[config.mk]
export PLATFORM = sky130hd
export DESIGN_NAME = pgf_filter
export DESIGN_NICKNAME = d
export VERILOG_FILES = /design/src/rtl/pgf_pkg.sv /design/src/rtl/pgf_sync.sv /design/src/rtl/pgf_stab.sv /design/src/rtl/pgf_filter.sv
export SDC_FILE = /design/constraint.sdc
export NUM_CORES = 1
export LEC_CHECK = 0
export ABC_AREA = 1
export BUFFER_PORTS_ARGS = -buffer_cell sky130_fd_sc_hd__buf_2
export CORE_MARGIN = 5
export CORE_UTILIZATION = 49
export CTS_CLUSTER_DIAMETER = 100
export DETAILED_ROUTE_END_ITERATION = 10
export HOLD_SLACK_MARGIN = 0.1
export PLACE_DENSITY = 0.76
export SLEW_MARGIN = 20
export SYNTH_ARGS = -nofsm -noshare
export SYNTH_HDL_FRONTEND = slang
export SYNTH_SLANG_ARGS = --single-unit
export TNS_END_PERCENT = 10
[constraint.sdc]
create_clock -name clk -period 2.7 [get_ports clk]
set_clock_uncertainty 0.05 [all_clocks]
set_input_delay 0.27 -clock clk [delete_from_list [all_inputs] [get_ports clk]]
set_output_delay 0.27 -clock clk [all_outputs]
set_load 0.01 [all_outputs]
[src/rtl/pgf_pkg.sv]
package pgf_pkg;

   typedef enum logic {
      PGF_MODE_FILTER = 1'b0,
      PGF_MODE_BYPASS = 1'b1
   } pgf_mode_e;

   // exponent actually applied: zero promotes to one, large values clip
   function automatic int unsigned pgf_eff_exp(input int unsigned sel, input int unsigned max_sel);
      if (sel == 0)
         return 1;
      else if (sel > max_sel)
         return max_sel;
      else
         return sel;
   endfunction

endpackage

[src/rtl/pgf_sync.sv]
module pgf_sync #(
   parameter int STAGES = 2
) (
   input  logic clk,
   input  logic rst_n,
   input  logic en,
   input  logic d,
   output logic q
);

   generate
      if (STAGES < 2) begin : g_bad_stages
         $error("pgf_sync needs at least two stages");
      end
   endgenerate

   logic [STAGES-1:0] chain;

   // preset to asserted while disabled, so that enabling never looks like an edge
   always_ff @(posedge clk or negedge rst_n) begin
      if (!rst_n)
         chain <= '1;
      else if (!en)
         chain <= '1;
      else
         chain <= {chain[STAGES-2:0], d};
   end

   assign q = chain[STAGES-1];

endmodule

[src/rtl/pgf_stab.sv]
module pgf_stab
   import pgf_pkg::*;
#(
   parameter int MAX_SEL = 15,
   parameter int SEL_W   = $clog2(MAX_SEL + 1)
) (
   input  logic             clk,
   input  logic             rst_n,
   input  logic             en,
   input  pgf_mode_e        mode,
   input  logic [SEL_W-1:0] sel,
   input  logic             samp,
   output logic             act,
   output logic             rise
);

   localparam int CNT_W = MAX_SEL;

   generate
      if (MAX_SEL < 1) begin : g_bad_max
         $error("pgf_stab needs MAX_SEL of at least one");
      end
      if ((1 << SEL_W) <= MAX_SEL) begin : g_bad_selw
         $error("pgf_stab select width cannot hold MAX_SEL");
      end
   endgenerate

   logic [CNT_W-1:0] run_cnt;
   logic [CNT_W-1:0] nxt_cnt;
   logic [CNT_W-1:0] lim_m1;
   logic [CNT_W:0]   span;
   logic             nxt_act;
   int unsigned      n_eff;

   always_comb begin
      n_eff  = pgf_eff_exp(int'(sel), MAX_SEL);
      span   = (CNT_W+1)'(1) << n_eff;
      lim_m1 = CNT_W'(span - 1'b1);
   end

   always_comb begin
      nxt_act = act;
      nxt_cnt = '0;
      if (!en) begin
         nxt_act = 1'b1;
      end else if (mode == PGF_MODE_BYPASS) begin
         nxt_act = samp;
      end else if (samp != act) begin
         if (run_cnt >= lim_m1)
            nxt_act = samp;
         else
            nxt_cnt = run_cnt + 1'b1;
      end
   end

   always_ff @(posedge clk or negedge rst_n) begin
      if (!rst_n) begin
         act     <= 1'b1;
         run_cnt <= '0;
         rise    <= 1'b0;
      end else begin
         act     <= nxt_act;
         run_cnt <= nxt_cnt;
         rise    <= en & nxt_act & ~act;
      end
   end

   // without a full run of differing samples the level holds
   assert_hold_short_run_R4 : assert property (@(posedge clk) disable iff (!rst_n)
      (en && mode == PGF_MODE_FILTER && (samp == act || run_cnt < lim_m1)) |=> $stable(act));

   // an agreeing sample restarts the run
   assert_run_restart_R4 : assert property (@(posedge clk) disable iff (!rst_n)
      (en && samp == act) |=> (run_cnt == '0));

   // disabled means asserted with an empty run
   assert_idle_asserted_R5 : assert property (@(posedge clk) disable iff (!rst_n)
      !en |=> (act && run_cnt == '0));

endmodule

[src/rtl/pgf_filter.sv]
module pgf_filter
   import pgf_pkg::*;
#(
   parameter int MAX_SEL     = 15,
   parameter int SEL_W       = $clog2(MAX_SEL + 1),
   parameter int SYNC_STAGES = 2
) (
   input  logic             clk,
   input  logic             rst_n,
   input  logic             enable,
   input  logic             bypass,
   input  logic             active_low,
   input  logic [SEL_W-1:0] width_sel,
   input  logic             pulse_in,
   output logic             filt_out,
   output logic             filt_act,
   output logic             cnt_pulse
);

   logic      pin_asserted;
   logic      sync_q;
   logic      act;
   logic      rise;
   pgf_mode_e mode;

   assign pin_asserted = pulse_in ^ active_low;
   assign mode         = bypass ? PGF_MODE_BYPASS : PGF_MODE_FILTER;

   pgf_sync #(
      .STAGES(SYNC_STAGES)
   ) u_sync (
      .clk  (clk),
      .rst_n(rst_n),
      .en   (enable),
      .d    (pin_asserted),
      .q    (sync_q)
   );

   pgf_stab #(
      .MAX_SEL(MAX_SEL),
      .SEL_W  (SEL_W)
   ) u_stab (
      .clk  (clk),
      .rst_n(rst_n),
      .en   (enable),
      .mode (mode),
      .sel  (width_sel),
      .samp (sync_q),
      .act  (act),
      .rise (rise)
   );

   assign filt_act  = act;
   assign filt_out  = act ^ active_low;
   assign cnt_pulse = rise;

   // a count pulse marks a fresh assertion
   assert_pulse_on_rise_R8 : assert property (@(posedge clk) disable iff (!rst_n)
      cnt_pulse |-> (filt_act && !$past(filt_act)));

   // never two pulses back to back
   assert_pulse_single_R8 : assert property (@(posedge clk) disable iff (!rst_n)
      cnt_pulse |=> !cnt_pulse);

   // the first cycle after enabling never counts
   assert_no_count_at_enable_R7 : assert property (@(posedge clk) disable iff (!rst_n)
      !enable |=> !cnt_pulse);

endmodule

==> impl_results.md, run 1 <==
* Status: complete, no violations
* Leak Pwr at 0.000776 uW
* Tcrit/Tclk final at 0.853
* Routed len/inst at 12.0 um
* Vias post-DR at 1289
* FF/Latch Area at 479 um^2
* CTS max path bufs at 2
* Setup TNS at 0 ns
* Fill count at 295
* CTS tree: yes
* Worst-path maximum fanout at 15
* First-pass GRT wire length at 5.39 mm
* Fin crit period at 2.30 ns
* Routability cong. at 0.844
* Die Area at 0.00434 mm^2
* Total power draw at 531 uW
* R2r setup slk at 0.86 ns
* Vias in the first global route at 1207
* Detailed-route DRC error count at 0
* Share of cells above drive strength 1 at 0.189
* Most frequent cells in the layout: nand2_1, nor2_1, inv_1
* Max VDD drop at 0.148 mV
* Number of port buffers at 12
* # IOs at 13
* Die Y at 65.9 um
* Pwr Density at 316 mW/mm^2
* Clk sinks at 19
* Post_cts resized at 0
* Initial antenna violation count at 0
* Synth area leaders: dfrtp_1, ha_1, nand2_1, xor2_1, nor2_1
* Min-delay worst type: input pin to flop
* Max Used Layer: met4
* Largest net degree at the start of global routing at 20
* Post-synth EDFFs at 0
* Drt first pass iters at 4
* Post-DP Area at 0.00163 mm^2
* Met2 WL post-DR at 1.47 mm
* Final Max Tran Viols at 0
* Final WL at 3.06 mm
* Final-stage net count at 240
* Hold Vio Cnt, Final at 0
* GRT Overall Usage at 0.164
* Mapped Cells at 195
* Most common cell after layout, fill and taps aside: nand2_1
* Num rows at 20
* Die W at 65.9 um
* Metal3 WL at 91 um
* Req. time, crit path at 2.88 ns
* Fmax at 434 MHz
* Reg clk slew, reported paths at 0.10 ns
* Post-route ant nets at 0
* Initial Util at 0.505
* Share of the synthesized area in the top cell type at 0.262
* WP data arrival at 2.49 ns
* Root buffer cell: clkbuf_4
* Ant. Diodes at 0
* Area grow syn2layout at 9.90%
* Synthesis warning total at 0
* # placed instances at 250
* Hold-fix buffer count after cts at 2
* Final setup violation count at 0
* Vias per inst at 5.04
* Dpl hpwl at 2.41 mm
* Crit Path Category: input pin to flop
* Wl on met1 at 1.44 mm
* RSZ-0062 raised after global routing: no
* Multi-input gate area at 957 um^2
* CP endpoint kind: flop
* Area of the core at 0.00303 mm^2
* Post-synthesis sequential area ratio at 0.313
* Number of synthesized register bits at 19
* Clk_lat worst skew at 0.30 ns
* Post-CTS Setup Repair Bufs at 0
* Distinct cell type count after synthesis at 30
* Share of flip-flops with an asynchronous set or reset at 1.00
* PnR worst setup slack at 0.396 ns
* # H-tree levels at 1
* Max Cap Viol at 0
* Non-filler instance count after layout at 256
* Non-Filler Cell Area, Final at 0.00168 mm^2
* Crit start category: input pin
* Cts bufs inserted at 3
* Total congestion overflow at 0
* Avg Cell Area, Syn at 7.84 um^2
* Cell area after synthesis at 0.00153 mm^2
* Dominant synthesized flop cell: dfrtp_1
* Cell taking the most area after synthesis: dfrtp_1
* Dpl ws at 0.0607 ns
* Iteration-0 DRC Markers at 43
## power by group
group          internal, uW  switching, uW  total [uW]
clock                  57.7           87.7         145
combinational          34.8           57.2        92.0
sequential              290           3.13         293
total                   383            148         531
## worst max-delay path, cell delays in order
cell and delay (ns):
buf_2 0.14, nor2_1 0.13, nand2_1 0.11, ha_1 0.25
nor4_1 0.28, a21oi_1 0.08, ha_1 0.30, nand2_2 0.10
inv_2 0.04, and3_1 0.16, nor2_4 0.14, nand4_4 0.29
nor2_1 0.18
## per-layer routing
layer | track usage | vias up
met4 | 0.0699 | 0
met5 | 0 | -
met2 | 0.279 | 21
met3 | 0.0255 | 5
met1 | 0.205 | 601
li1 | - | 662
## through the flow
step / hold slack (ns) / utilization
3_5_place_dp: 0.180 / 0.540
2_1_floorplan: -0.0756 / -
3_3_place_gp: 0.175 / 0.540
5_1_grt: 0.129 / 0.555
6_report: 0.146 / 0.555
4_1_cts: 0.146 / 0.555
## kinds of logic (layout without fill, tap and decap cells)
| family | Yosys count | in the layout | share of synthesized area |
|---|---|---|---|
| buffers and inverters | 23 | 39 | 0.0630 |
| adders and majority gates | 17 | 17 | 0.139 |
| xor gates and xnor gates | 18 | 18 | 0.103 |
| and+or+nand+nor | 105 | 105 | 0.335 |
| other | 1 | 2 | 0.00245 |
| AOI/OAI and AO/OA | 12 | 12 | 0.0442 |
| DFF | 19 | 19 | 0.313 |
## worst paths after layout
| check | from | end | depth (start not counted) |
|---|---|---|---|
| max | width_sel[2] | u_stab.run_cnt[14]$_DFF_PN0_ | 13 |
| max in group asynchronous | rst_n | u_stab.act$_DFF_PN1_ | 2 |
| max reg2reg | u_stab.run_cnt[6]$_DFF_PN0_ | u_stab.run_cnt[14]$_DFF_PN0_ | 8 |
| min reg2reg | u_sync.chain[0]$_DFF_PN1_ | u_sync.chain[1]$_DFF_PN1_ | 2 |
| min | pulse_in | u_sync.chain[0]$_DFF_PN1_ | 3 |
| min in group asynchronous | rst_n | u_stab.run_cnt[1]$_DFF_PN0_ | 2 |
## area by class of cell
cell class              count  share of cell area
multi-input cells         154               0.570
flip-flops and latches     19               0.285
repair buffers             15              0.0521
inverters                  20              0.0447
well taps                  44              0.0328
clock buffers               4              0.0156
## sequential cells by signal, indices dropped and copies added (netlist names)
| register | count |
|---|---|
| u_stab.rise | 1 |
| u_stab.run_cnt | 15 |
| u_sync.chain | 2 |
| u_stab.act | 1 |
## synth_stat cells (2+ instances only)
| cell | count |
|---|---|
| buf_2 | 2 |
| nand2_1 | 41 |
| nand3_1 | 8 |
| nor2_1 | 25 |
| xnor2_1 | 5 |
| nand4_1 | 5 |
| nor3_2 | 2 |
| nor3_1 | 3 |
| dfstp_2 | 3 |
| inv_1 | 18 |
| o21ai_0 | 3 |
| dfrtp_1 | 16 |
| inv_2 | 2 |
| nand3b_1 | 2 |
| nand2_2 | 2 |
| xor2_1 | 13 |
| ha_1 | 17 |
| a21oi_1 | 6 |
| nor4_1 | 2 |
| nor2_2 | 10 |
(Power assumes the default switching activity.)
==> inputs of run 2 (changes only) <==
--- a/config.mk
+++ b/config.mk
@@ -8,11 +8,12 @@
 export ABC_AREA = 1
 export BUFFER_PORTS_ARGS = -buffer_cell sky130_fd_sc_hd__buf_2
 export CORE_MARGIN = 5
-export CORE_UTILIZATION = 49
+export CORE_UTILIZATION = 64
 export CTS_CLUSTER_DIAMETER = 100
 export DETAILED_ROUTE_END_ITERATION = 10
 export HOLD_SLACK_MARGIN = 0.1
-export PLACE_DENSITY = 0.76
+export PLACE_DENSITY = 0.94
+export SETUP_SLACK_MARGIN = 0.2
 export SLEW_MARGIN = 20
 export SYNTH_ARGS = -nofsm -noshare
 export SYNTH_HDL_FRONTEND = slang
==> run 2 against run 1 <==
Against the previous run:
- clock power hardly changed
- flip-flop and latch count stayed put
- maximum frequency barely moved
- largest power group unchanged
- largest cell class unchanged
- non-clock buffer count up 1
- highest routed layer unchanged
- register-to-register slack worse by 0.03 ns
==> impl_results.md, run 2 (synthesis gave the netlist of run 1 again) <==
* WP data arrival at 2.49 ns
* Fill count at 170
* Iteration-0 DRC Markers at 146
* Share of cells above drive strength 1 at 0.197
* Global Route met1 Usage at 0.249
* Met3 global-route usage at 0.0285
* # IOs at 13
* Vias per inst at 5.53
* Most common cell after layout, fill and taps aside: nand2_1
* Max reg flops at 15
* Reg with most FFs: u_stab.run_cnt
* Max VDD drop at 0.334 mV
* Die Area at 0.00347 mm^2
* Min-delay worst type: input pin to flop
* Total congestion overflow at 0
* Final setup violation count at 0
* Die W at 58.9 um
* Number of port buffers at 12
* Final-stage net count at 241
* Total power draw at 534 uW
* Worst Path Buf+Inv at 3
* Detailed-route DRC error count at 0
* # H-tree levels at 1
* Pwr Density at 318 mW/mm^2
* Die Y at 58.9 um
* Gr busiest metal: met2
* Setup TNS at 0 ns
* Reg clk slew, reported paths at 0.11 ns
* Clk_lat worst skew at 0.30 ns
* Worst-path maximum fanout at 15
* Final hold slack at 0.133 ns
* CTS tree: yes
* First-pass GRT wire length at 5.42 mm
* Tcrit/Tclk final at 0.853
* Initial Util at 0.678
* Fmax at 434 MHz
* RSZ-0062 raised after global routing: no
* CP endpoint kind: flop
* Regs by FF count: u_stab.run_cnt: 15 flops, u_sync.chain: 2 flops
* CTS max path bufs at 2
* Max incr delay on CP at 0.32 ns
* Drt first pass iters at 4
* Crit start category: input pin
* Final Max Tran Viols at 0
* Initial antenna violation count at 0
* Area of the core at 0.00225 mm^2
* Cts bufs inserted at 3
* Post-route ant nets at 0
* Critical path, cell by cell: buf_2 -> nor2_1 -> nand2_1 -> ha_1 -> nor4_1 -> a21oi_1 -> ha_1 -> nand2_2 -> inv_2 -> nand2_1 -> nand3_2 -> nor2_4 -> nand4_4 -> buf_12 -> nor2_1
* Req. time, crit path at 2.89 ns
* Met2 usage at 0.364
* Vias in the first global route at 1274
* Clk sinks at 19
* Slowest cell on crit path: ha_1
* Area grow syn2layout at 9.98%
* Root buffer cell: clkbuf_4
* Dpl hpwl at 2.54 mm
* Status: complete, no violations
* Routability cong. at 0.967
* Final WL at 3.33 mm
* Vias post-DR at 1333
* Most frequent cells in the layout: nand2_1, nor2_1, inv_1
* Hold Vio Cnt, Final at 0
* Max Cap Viol at 0
* Family with the most delay on the worst path: simple AND/OR/NAND/NOR gates
* Post_cts resized at 0
* GRT Overall Usage at 0.203
* Num rows at 17
* Leak Pwr at 0.000789 uW
* Largest net degree at the start of global routing at 20
* Crit Path Category: input pin to flop
* Routed len/inst at 13.8 um
* Ant. Diodes at 0
* Fin crit period at 2.30 ns
-- run 2: cell types whose count changed in the layout (fill, tap and decap cells not counted), sizes merged --
cell / change
buf: +1
clkbuf: -1
clkinv: +1
-- run 2: what timing repair did --
item	CTS	global route
endpoints found under the hold margin	18	0
buffers inserted	0	1
setup endpoints to repair	0	15
hold buffers	2	0
-- run 2: cell type report --
class | count | area, um^2 | share of cell area
Tap cell | 28 | 35.0 | 0.0208
Timing Repair Buffer | 16 | 108 | 0.0640
Sequential cell | 19 | 479 | 0.285
Multi-Input combinational cell | 154 | 957 | 0.569
Inverter | 20 | 75.1 | 0.0446
Clock buffer | 3 | 22.5 | 0.0134
Clock inverter | 1 | 5.00 | 0.00298
-- run 2: worst reg2reg max path, delay by kind of cell (launching register included) --
kind,cells,cell delay [ns]
simple gates,6,0.60
flops,1,0.47
fa+ha+maj,1,0.34
compound gates,1,0.18
buf+inv,1,0.17
-- run 2: metrics by stage --
step            util  instances  area (um^2)  setup WS, ns
2_1_floorplan      -        196         1530         0.303
3_3_place_gp   0.716        234         1610         0.130
3_5_place_dp   0.716        234         1610       -0.0281
4_1_cts        0.737        240         1660         0.290
5_1_grt        0.746        241         1680         0.238
6_report       0.746        241         1680         0.396
-- run 2: per-layer routing --
layer,part of all wire,wire [um],up-vias
met1,0.43,1430,622
met5,0,0,-
met2,0.51,1710,42
li1,-,-,661
met3,0.040,133,8
met4,0.016,54,0
-- run 2: where the power goes --
part | internal, uW | total, uW | switching, uW
Clock | 55.1 | 144 | 89.3
Combinational | 36.9 | 96.4 | 59.5
Sequential | 290 | 293 | 3.02
-- run 2: final timing paths --
path / startpoint / to / slack [ns] / cells past startpoint
worst max-delay path: width_sel[2] / u_stab.run_cnt[0]$_DFF_PN0_ / 0.40 / 15
worst min-delay path: pulse_in / u_sync.chain[0]$_DFF_PN1_ / 0.13 / 3
worst min register to register: u_sync.chain[0]$_DFF_PN1_ / u_sync.chain[1]$_DFF_PN1_ / 0.39 / 2
max in group asynchronous: rst_n / u_stab.act$_DFF_PN1_ / 1.89 / 2
min in group asynchronous: rst_n / u_stab.run_cnt[1]$_DFF_PN0_ / 0.38 / 2
worst max register to register: u_stab.run_cnt[2]$_DFF_PN0_ / u_stab.run_cnt[0]$_DFF_PN0_ / 0.83 / 9
==> inputs of run 3 (changes only) <==
--- a/config.mk
+++ b/config.mk
@@ -8,11 +8,12 @@
 export ABC_AREA = 1
 export BUFFER_PORTS_ARGS = -buffer_cell sky130_fd_sc_hd__buf_2
 export CORE_MARGIN = 5
-export CORE_UTILIZATION = 64
+export CORE_UTILIZATION = 65
+export CTS_BUF_LIST = sky130_fd_sc_hd__clkbuf_8
 export CTS_CLUSTER_DIAMETER = 100
 export DETAILED_ROUTE_END_ITERATION = 10
 export HOLD_SLACK_MARGIN = 0.1
-export PLACE_DENSITY = 0.94
+export PLACE_DENSITY_LB_ADDON = 0.1
 export SETUP_SLACK_MARGIN = 0.2
 export SLEW_MARGIN = 20
 export SYNTH_ARGS = -nofsm -noshare
==> run 3 against run 2 <==
Against the previous run:
- maximum frequency is 0.62% lower
- setup slack got worse by 0.014 ns
- via count increased by 2.4%
- clock-buffer cell count unchanged
- critical path type unchanged
- critical endpoint is now u_stab.run_cnt[2]$_DFF_PN0_
==> impl_results.md, run 3 (synthesis gave the netlist of run 1 again) <==
* Share of cells above drive strength 1 at 0.203
* Status: complete, no violations
* Worst-path maximum fanout at 14
* Routed len/inst at 14.3 um
* Total power draw at 583 uW
* Detailed-route DRC error count at 0
* Most common cell after layout, fill and taps aside: nand2_1
* Crit Path Category: input pin to flop
* Drt first pass iters at 4
* Num rows at 17
* Max incr delay on CP at 0.32 ns
* R2r setup slk at 0.85 ns
* # placed instances at 234
* Max Cap Viol at 0
* RSZ-0062 raised after global routing: no
* Final Max Tran Viols at 0
* Ant. Diodes at 0
* Iteration-0 DRC Markers at 97
* Tcrit/Tclk final at 0.859
* Critical path, cell by cell: buf_2 -> nor2_1 -> nand2_1 -> ha_2 -> inv_1 -> a21oi_1 -> xnor2_1 -> ha_1 -> nand2_2 -> inv_2 -> nand3_1 -> nor3_1 -> nand2_2 -> nand4_4 -> buf_12 -> nor2_1
* Req. time, crit path at 2.80 ns
* Total congestion overflow at 0
* Post-route ant nets at 0
* Area of the core at 0.00223 mm^2
* # H-tree levels at 1
* First-pass GRT wire length at 5.88 mm
* Initial antenna violation count at 0
* Dpl hpwl at 2.76 mm
* Clk sinks at 19
* Beginning of the critical path: width_sel[2]
* Leak Pwr at 0.000794 uW
* Die Area at 0.00342 mm^2
* Cts bufs inserted at 3
* CTS tree: yes
* Vias in the first global route at 1287
* CTS max path bufs at 2
* HP Start: enable
* GRT Overall Usage at 0.223
* Area grow syn2layout at 10.8%
* Reg clk slew, reported paths at 0.07 ns
* Max VDD drop at 0.421 mV
* Fin crit period at 2.32 ns
* Largest net degree at the start of global routing at 20
* CP endpoint kind: flop
* Vias post-DR at 1365
* Die Y at 58.5 um
* Root buffer cell: clkbuf_8
* Number of port buffers at 12
* Max reg flops at 15
* Routability cong. at 0.953
* Final setup violation count at 0
* WP data arrival at 2.42 ns
* Fmax at 431 MHz
* Vias per inst at 5.69
* Min-delay worst type: input pin to flop
* Reg with most FFs: u_stab.run_cnt
* Die W at 58.5 um
* Initial Util at 0.685
* Critical R2R Launch: u_stab.run_cnt[2]$_DFF_PN0_
* Clk_lat worst skew at 0.26 ns
* Most frequent cells in the layout: nand2_1, nor2_1, inv_1
* Slowest cell on crit path: ha_1
* Final-stage net count at 240
* Hold Vio Cnt, Final at 0
* Non-filler instance count after layout at 240
* Pwr Density at 344 mW/mm^2
* Regs by FF count: u_stab.run_cnt: 15 flops, u_sync.chain: 2 flops
* # IOs at 13
* Final WL at 3.44 mm
* Crit start category: input pin
run 3: worst paths after layout:
| check | to | cells past startpoint |
|---|---|---|
| max in group asynchronous | u_stab.act$_DFF_PN1_ | 2 |
| hold / removal | u_sync.chain[1]$_DFF_PN1_ | 2 |
| setup reg to reg | u_stab.run_cnt[2]$_DFF_PN0_ | 9 |
| setup / recovery | u_stab.run_cnt[2]$_DFF_PN0_ | 16 |
| min in group asynchronous | u_stab.run_cnt[1]$_DFF_PN0_ | 2 |
| hold reg to reg | u_sync.chain[1]$_DFF_PN1_ | 2 |
run 3: stage by stage:
step / worst slack (ns) / instance area (um^2) / TNS, ns / hold slack [ns] / utilization
2_1_floorplan: 0.303 / 1530 / 0 / -0.0756 / -
3_3_place_gp: 0.0955 / 1610 / 0 / 0.167 / 0.723
3_5_place_dp: -0.0102 / 1610 / -0.0102 / 0.172 / 0.723
4_1_cts: 0.260 / 1670 / 0 / 0.144 / 0.747
5_1_grt: 0.226 / 1690 / 0 / 0.160 / 0.759
6_report: 0.382 / 1690 / 0 / 0.145 / 0.759
run 3: final cells by class:
cell class | instances | area [um^2]
multi-input combinational | 154 | 962
fill | 172 | 539
sequential | 19 | 479
timing repair buffer | 15 | 97.6
inverter | 20 | 75.1
clock buffer | 3 | 41.3
tap | 28 | 35.0
clock inverter | 1 | 3.75
run 3: power by group:
group | total, uW | internal, uW | switching (uW)
sequential | 294 | 291 | 3.32
combinational | 97.7 | 36.8 | 60.9
clock | 192 | 101 | 90.7
total | 583 | 429 | 155
run 3: timing repair:
action,in CTS,in global routing
buffers inserted,0,1
gates resized for setup,0,2
endpoints found under the setup margin,0,15
endpoints found under the hold margin,16,0
hold buffers,1,0
run 3: layer usage:
layer,track usage,share of wire,up-vias
met4,0.0728,0.017,0
li1,-,-,663
met1,0.290,0.42,644
met2,0.389,0.51,49
met3,0.0197,0.051,9
met5,0,0,-
run 3: worst max-delay path, delay by kind of cell:
kind	cells	cell delay (ns)
buffers and inverters	4	0.48
XOR/XNOR	1	0.15
AO/OA/AOI/OAI	1	0.06
adder cells (fa/ha/maj)	2	0.55
AND/OR/NAND/NOR	8	0.88
